==> src/rtl/expalloc_pkg.sv <==
package expalloc_pkg;
  localparam int ADDR_W    = 24;
  localparam int GRAN_LG   = 16;
  localparam int WIN_LG    = 23;
  localparam int GIDX_W    = WIN_LG - GRAN_LG;
  localparam int WIN_GRANS = 1 << GIDX_W;
  localparam int SZ_W      = 3;
  localparam int NCODE     = 1 << SZ_W;
  localparam logic [ADDR_W-1:0] WIN_BASE = 24'h20_0000;
  localparam logic [ADDR_W:0]   WIN_END  = {1'b0, WIN_BASE} + ((ADDR_W+1)'(1) << WIN_LG);

  typedef struct packed {
    logic              valid;
    logic [GIDX_W-1:0] gbase;
    logic [SZ_W-1:0]   code;
  } unit_rec_t;
endpackage

==> src/rtl/expalloc_fit.sv <==
module expalloc_fit
  import expalloc_pkg::*;
(
  input  logic [WIN_GRANS-1:0] used,
  input  logic [SZ_W-1:0]      code,
  output logic                 fit,
  output logic [GIDX_W-1:0]    slot,
  output logic [WIN_GRANS-1:0] claim
);
  logic              fit_c  [NCODE];
  logic [GIDX_W-1:0] slot_c [NCODE];

  for (genvar c = 0; c < NCODE; c++) begin : g_code
    localparam int LEN   = 1 << c;
    localparam int NSLOT = (LEN <= WIN_GRANS) ? WIN_GRANS / LEN : 1;
    if (LEN <= WIN_GRANS) begin : g_fits
      logic [NSLOT-1:0]  free_s;
      logic              fit_g;
      logic [GIDX_W-1:0] slot_g;
      for (genvar k = 0; k < NSLOT; k++) begin : g_slot
        assign free_s[k] = ~|used[k*LEN +: LEN];
      end
      // lowest aligned free slot wins: scan downward, last hit kept
      always_comb begin
        fit_g  = 1'b0;
        slot_g = '0;
        for (int k = NSLOT - 1; k >= 0; k--) begin
          if (free_s[k]) begin
            fit_g  = 1'b1;
            slot_g = GIDX_W'(k * LEN);
          end
        end
      end
      assign fit_c[c]  = fit_g;
      assign slot_c[c] = slot_g;
    end else begin : g_big
      assign fit_c[c]  = 1'b0;
      assign slot_c[c] = '0;
    end
  end

  assign fit  = fit_c[code];
  assign slot = slot_c[code];

  always_comb begin
    for (int i = 0; i < WIN_GRANS; i++) begin
      claim[i] = fit && (i >= int'(slot)) && (i < int'(slot) + (1 << code));
    end
  end
endmodule

==> src/rtl/expalloc_table.sv <==
module expalloc_table
  import expalloc_pkg::*;
#(
  parameter  int NUM_UNITS = 4,
  localparam int IDX_W     = (NUM_UNITS > 1) ? $clog2(NUM_UNITS) : 1
) (
  input  logic                 clk,
  input  logic                 rst_n,
  input  logic                 wr_en,
  input  logic [IDX_W-1:0]     wr_idx,
  input  logic [GIDX_W-1:0]    wr_gbase,
  input  logic [SZ_W-1:0]      wr_code,
  input  logic                 lk_en,
  input  logic [ADDR_W-1:0]    lk_addr,
  output logic [NUM_UNITS-1:0] lk_sel
);
  unit_rec_t rec_q [NUM_UNITS];
  unit_rec_t rec_d [NUM_UNITS];
  logic [NUM_UNITS-1:0] hit, sel_d;
  logic                 in_win;
  logic [GIDX_W-1:0]    g;

  always_comb begin
    for (int u = 0; u < NUM_UNITS; u++) begin
      rec_d[u] = rec_q[u];
      if (wr_en && wr_idx == IDX_W'(u)) begin
        rec_d[u] = '{valid: 1'b1, gbase: wr_gbase, code: wr_code};
      end
    end
  end

  always_ff @(posedge clk or negedge rst_n) begin
    if (!rst_n) begin
      for (int u = 0; u < NUM_UNITS; u++) rec_q[u] <= '0;
    end else if (wr_en) begin
      for (int u = 0; u < NUM_UNITS; u++) rec_q[u] <= rec_d[u];
    end
  end

  assign in_win = (lk_addr >= WIN_BASE) && ({1'b0, lk_addr} < WIN_END);
  assign g      = GIDX_W'((lk_addr - WIN_BASE) >> GRAN_LG);

  always_comb begin
    for (int u = 0; u < NUM_UNITS; u++) begin
      hit[u] = in_win && rec_q[u].valid &&
               ((g >> rec_q[u].code) == (rec_q[u].gbase >> rec_q[u].code));
    end
    sel_d = lk_en ? hit : '0;
  end

  always_ff @(posedge clk or negedge rst_n) begin
    if (!rst_n) lk_sel <= '0;
    else        lk_sel <= sel_d;
  end

  // granted ranges never overlap, so at most one unit answers
  assert_sel_onehot_R7: assert property (@(posedge clk) disable iff (!rst_n)
    $onehot0(lk_sel));
endmodule

==> src/rtl/expspace_alloc.sv <==
module expspace_alloc
  import expalloc_pkg::*;
#(
  parameter  int NUM_UNITS = 4,
  localparam int IDX_W     = (NUM_UNITS > 1) ? $clog2(NUM_UNITS) : 1
) (
  input  logic                 clk,
  input  logic                 rst_n,
  input  logic                 req_valid,
  input  logic [SZ_W-1:0]      req_size,
  input  logic                 req_last,
  output logic [NUM_UNITS-1:0] unit_en,
  output logic                 grant_ok,
  output logic                 grant_deny,
  output logic [ADDR_W-1:0]    grant_base,
  output logic [IDX_W-1:0]     grant_idx,
  output logic                 alloc_done,
  input  logic [ADDR_W-1:0]    lk_addr,
  output logic [NUM_UNITS-1:0] lk_sel
);
  logic [1:0] rs_q;
  logic       rst_s_n;

  always_ff @(posedge clk or negedge rst_n) begin
    if (!rst_n) rs_q <= '0;
    else        rs_q <= {rs_q[0], 1'b1};
  end
  assign rst_s_n = rs_q[1];

  logic [WIN_GRANS-1:0] used_q, used_d, claim;
  logic [IDX_W-1:0]     pos_q, pos_d, gidx_d;
  logic                 done_q, done_d, gok_d, gdeny_d;
  logic [ADDR_W-1:0]    gbase_d;
  logic                 accept, fit, fin;
  logic [GIDX_W-1:0]    slot;

  expalloc_fit u_fit (
    .used  (used_q),
    .code  (req_size),
    .fit   (fit),
    .slot  (slot),
    .claim (claim)
  );

  assign accept = req_valid && !done_q;
  assign fin    = req_last || (pos_q == IDX_W'(NUM_UNITS - 1));

  always_comb begin
    used_d  = used_q | (fit ? claim : '0);
    pos_d   = fin ? pos_q : pos_q + IDX_W'(1);
    done_d  = done_q | fin;
    gok_d   = accept && fit;
    gdeny_d = accept && !fit;
    gbase_d = (accept && fit) ? WIN_BASE + (ADDR_W'(slot) << GRAN_LG) : '0;
    gidx_d  = accept ? pos_q : grant_idx;
  end

  always_ff @(posedge clk or negedge rst_s_n) begin
    if (!rst_s_n) begin
      used_q     <= '0;
      pos_q      <= '0;
      done_q     <= 1'b0;
      grant_ok   <= 1'b0;
      grant_deny <= 1'b0;
      grant_base <= '0;
      grant_idx  <= '0;
    end else begin
      grant_ok   <= gok_d;
      grant_deny <= gdeny_d;
      grant_base <= gbase_d;
      grant_idx  <= gidx_d;
      if (accept) begin
        used_q <= used_d;
        pos_q  <= pos_d;
        done_q <= done_d;
      end
    end
  end

  assign alloc_done = done_q;
  assign unit_en    = done_q ? '0 : (NUM_UNITS'(1) << pos_q);

  expalloc_table #(.NUM_UNITS(NUM_UNITS)) u_table (
    .clk      (clk),
    .rst_n    (rst_s_n),
    .wr_en    (accept && fit),
    .wr_idx   (pos_q),
    .wr_gbase (slot),
    .wr_code  (req_size),
    .lk_en    (done_q),
    .lk_addr  (lk_addr),
    .lk_sel   (lk_sel)
  );

  assert_answer_excl_R5: assert property (@(posedge clk) disable iff (!rst_s_n)
    !(grant_ok && grant_deny));
  assert_answer_cause_R5: assert property (@(posedge clk) disable iff (!rst_s_n)
    (grant_ok || grant_deny) |-> $past(req_valid && !done_q));
  assert_enable_onehot_R5: assert property (@(posedge clk) disable iff (!rst_s_n)
    $onehot0(unit_en));
  assert_deny_base_R4: assert property (@(posedge clk) disable iff (!rst_s_n)
    grant_deny |-> grant_base == '0);
  assert_no_overlap_R3: assert property (@(posedge clk) disable iff (!rst_s_n)
    (accept && fit) |-> (claim & used_q) == '0);
  assert_in_window_R3: assert property (@(posedge clk) disable iff (!rst_s_n)
    grant_ok |-> (grant_base >= WIN_BASE) && ({1'b0, grant_base} < WIN_END));
  assert_done_sticky_R6: assert property (@(posedge clk) disable iff (!rst_s_n)
    alloc_done |=> alloc_done);
  assert_no_early_hit_R8: assert property (@(posedge clk) disable iff (!rst_s_n)
    !$past(done_q) |-> lk_sel == '0);
endmodule

==> config.mk <==
export PLATFORM = sky130hd
export DESIGN_NAME = expspace_alloc
export DESIGN_NICKNAME = d
export VERILOG_FILES = /design/src/rtl/expalloc_pkg.sv /design/src/rtl/expalloc_fit.sv /design/src/rtl/expalloc_table.sv /design/src/rtl/expspace_alloc.sv
export SDC_FILE = /design/constraint.sdc
export NUM_CORES = 1
export LEC_CHECK = 0
export BUFFER_PORTS_ARGS = -buffer_cell sky130_fd_sc_hd__clkbuf_2
export CORE_ASPECT_RATIO = 0.5
export CORE_UTILIZATION = 35
export CTS_CLUSTER_SIZE = 24
export DETAILED_ROUTE_END_ITERATION = 6
export GPL_TIMING_DRIVEN = 0
export SLEW_MARGIN = 20
export SYNTH_ARGS = -nofsm -noshare
export SYNTH_HDL_FRONTEND = slang
export SYNTH_SLANG_ARGS = --single-unit
==> constraint.sdc <==
create_clock -name clk -period 12.7 [get_ports clk]
set_clock_uncertainty 0.1 [all_clocks]
set_input_delay 0 -clock clk [delete_from_list [all_inputs] [get_ports clk]]
set_output_delay 0 -clock clk [all_outputs]
set_load 0.01 [all_outputs]
==> impl_metrics.toml <==
[status]
outcome = "complete, but fails checks"
violations = "design-rule violations"

[pwr]
total_power_uw = 2530
ir_drop_mv = 0.108
powerDensity_mw_per_mm2 = 147
p_leak_uw = 0.00680

[setup_path]
crit_path_cell_trace = "clkbuf_1 -> nand4_1 -> nor4bb_1 -> nor2b_1 -> o31ai_1 -> a311o_1 -> a211oi_2 -> nor2_1 -> inv_2 -> clkbuf_1 -> clkbuf_1 -> ha_1 -> o21a_1 -> o31a_1 -> o21ai_0 -> o2111ai_1 -> a21oi_2 -> nand2_1 -> nor3_1 -> clkbuf_1 -> o21ai_0 -> a41o_1"
crit_top_cell = "clkbuf_1"
crit_path_end_kind = "flop"
max_stage_delay_ps = 940
worstPathRequired_ps = 12970
crit_path_top_delay_cell = "nor4bb_1"
crit_fanout = 10
startpoint_type = "flop"
critPathKind = "flop to flop"
arrival_ps = 9230

[synth]
synth_top_family_by_area = "compound AO/OA/AOI/OAI gates"
synth_area_per_cell_um2 = 7.70
yosys.area_share.adder_pct = 1.52
synth_area_leaders = "dfrtp_1, nand2_1, o21ai_0"
synth-compound-area-share_pct = 32.6
synth_top_cell_by_area = "dfrtp_1"
yosys.area_share.simple_pct = 24.7
netlist_area_mm2 = 0.0153
yosys_warnings = 0
ys_seq_elements = 193
synthCells = 1990
synthArstFlopShare_pct = 100
synthTopCellsByCount = "nand2_1, dfrtp_1, clkbuf_1"
seq_area_frac_synth_pct = 31.5
yosysTopAreaCellShare_pct = 31.5
muxShareOfSynthArea_pct = 0.294
ys.flop_type = "dfrtp_1"
synth-xor-area-share_pct = 1.94
synth_cell_types = 91
synth_edf_count = 0
synth.most_common_cell = "nand2_1"

[global_routing]
busiest_layer = "met2"
grt_first_pass_wirelength_um = 107000
grtUsageMet2_pct = 45.7
grt_antenna_before_repair = 0
grt_max_degree = 55
met3_usage_pct = 14.6
globalRouteOverflowTotal = 0
track_usage_pct = 32.7
met1_usage_pct = 42.9
first_global_vias = 15914

[placement]
portBuffers = 44
place_congestion = 1.12
dpl_cell_area_mm2 = 0.0165
dp_slack_ps = 4500
place_hpwl_um = 57600

[floorplanning]
core_mm2 = 0.0426
rows = 53
fp.dieH_um = 150
die_area_mm2 = 0.0447
initial_core_util_pct = 36.0
ioPinCount = 68
die_x_um = 298

[final_layout]
area_growth_pct = 12.1
design_area_mm2 = 0.0172
drive_above_1_share_pct = 10.2
nFillCells = 4504
antenna_cells = 0
nNetsFinal = 2131

[routing]
drtAntennaViolNets = 0
drc = 4
vias = 17473
wire_per_inst_um = 27.7
routed_wl_um = 74000
drt_iter0_markers = 2555
routed_via_density = 6.54
firstDrtPassIters = 7

[sta]
timing.hold.ws_ps = 112
min_period_ps = 8960
fin_tns_setup_ps = 0
final.period_utilization_pct = 70.5
max_slew_margin_pct = 13.6
finalHoldViolCount = 0
drv_slew = 0
finalSetupViolCount = 0
max_freq_ghz = 0.112
rsz0062_at_grt = "false"
tightest_slew_ps = 1290
finalWorstSetupSlack_ps = 3740

[clock_network]
cts_setup_buffers = 0
numCtsBuffers = 17
clockRootBuffer = "clkbuf_16"
clock_sinks = 193
cts_hold_buf = 8
clockBufferDepth = 2
clk_pin_slew_ps = 90
cts_resized = 0
cts_tree = "done"
worstSkewPairLatency_ps = 470
htree_num_levels = 4

[run]
maxCapViolations = 0

[worst_hold_path]
hp-class = "input pin to flop"
-- cell type report --
| cell class | instances | area [um2] | area share (%) |
|---|---|---|---|
| multi-input combinational | 1549 | 9500 | 55.3 |
| sequential | 193 | 4830 | 28.1 |
| buffer | 215 | 956 | 5.56 |
| tap | 577 | 722 | 4.20 |
| clock buffer | 18 | 429 | 2.50 |
| timing repair buffer | 58 | 418 | 2.43 |
| inverter | 48 | 180 | 1.05 |
| clock inverter | 14 | 136 | 0.794 |
-- cells by family (layout without fill, tap and decap cells) --
group	Yosys count	count (layout)
AO/OA/AOI/OAI	739	739
buffers and inverters	263	353
multiplexers	4	4
flip-flops	193	193
adder cells (fa/ha/maj)	18	18
AND/OR/NAND/NOR	737	737
XOR/XNOR	34	34
other	2	17
-- where the power goes --
| part | internal (uW) | switching [uW] | total (uW) | leakage [uW] |
|---|---|---|---|---|
| combinational | 333 | 867 | 1200 | 0.00401 |
| clock | 262 | 289 | 550 | 0.000275 |
| sequential | 706 | 71.5 | 777 | 0.00251 |
| total | 1300 | 1230 | 2530 | 0.00680 |
-- critical path: cells and delay by family, from the launching register on --
kind	cells	cell delay, ps
AO/OA/AOI/OAI	10	3310
adder cells (fa/ha/maj)	1	410
buffers and inverters	5	2180
flip-flops	1	330
AND/OR/NAND/NOR	6	2490
-- path summary, 6_finish.rpt --
path	startpoint	slack [ps]	depth (start not counted)	endpoint
setup / recovery	used_q[110]	3740	22	used_q[8]
setup reg to reg	used_q[110]	3740	22	used_q[8]
min in group asynchronous	rs_q[1]	160	0	used_q[108]
hold / removal	lk_addr[19]	110	6	u_table.lk_sel[1]
max in group asynchronous	rs_q[1]	11450	2	u_table.rec_q[12]
hold reg to reg	rs_q[1]	160	0	used_q[108]
-- layout by cell type, fill, tap and decap left out, types with 11 or more instances in the layout --
| master | netlist | final |
|---|---|---|
| nand2b_1 | 22 | 22 |
| or4_1 | 34 | 34 |
| o221ai_1 | 16 | 16 |
| o2111ai_1 | 15 | 15 |
| a31o_2 | 26 | 26 |
| a41o_1 | 12 | 12 |
| a21oi_1 | 135 | 134 |
| dfrtp_1 | 193 | 192 |
| o211ai_1 | 18 | 18 |
| xnor2_1 | 24 | 23 |
| inv_1 | 43 | 43 |
| o31ai_1 | 20 | 20 |
| nand4_1 | 67 | 67 |
| a211oi_1 | 37 | 37 |
| nand2_1 | 213 | 213 |
| buf_2 | 26 | 26 |
| conb_1 | 2 | 17 |
| clkbuf_1 | 159 | 160 |
| and3_1 | 12 | 12 |
| buf_4 | 21 | 21 |
| nor2b_1 | 21 | 21 |
| nand3_1 | 55 | 55 |
| nor2_1 | 134 | 134 |
| o21ai_1 | 14 | 15 |
| a21o_1 | 44 | 44 |
| and4_1 | 11 | 11 |
| nor4_1 | 65 | 58 |
| ha_1 | 17 | 17 |
| nor3_1 | 42 | 39 |
| clkbuf_16 | 0 | 17 |
| o21bai_1 | 27 | 27 |
| o22ai_1 | 60 | 60 |
| o21ai_0 | 144 | 143 |
| a31oi_1 | 37 | 37 |
| or2_2 | 15 | 15 |
| and2_1 | 20 | 20 |
| clkbuf_2 | 0 | 44 |
-- registers in the layout (all words and copies together) (netlist names), 2 cells and up --
| register | cells |
|---|---|
| used_q | 128 |
| u_table.rec_q | 44 |
| grant_base | 8 |
| u_table.lk_sel | 4 |
| grant_idx | 2 |
| pos_q | 2 |
| rs_q | 2 |
-- routing by layer --
| metal | wire [um] | part of all wire, % |
|---|---|---|
| met1 | 30700 | 41 |
| met2 | 29000 | 39 |
| met3 | 10700 | 15 |
| met4 | 3620 | 4.9 |
| met5 | 0 | 0 |
-- per-stage QoR --
stage / util [%] / cells
after global placement: 38.4 / 2626
after detailed placement: 38.7 / 2632
after floorplan: - / 2005
after global routing: 40.3 / 2672
after CTS: 40.2 / 2672
final: 40.3 / 2672
Note: power is estimated with default switching activity, not from simulation.
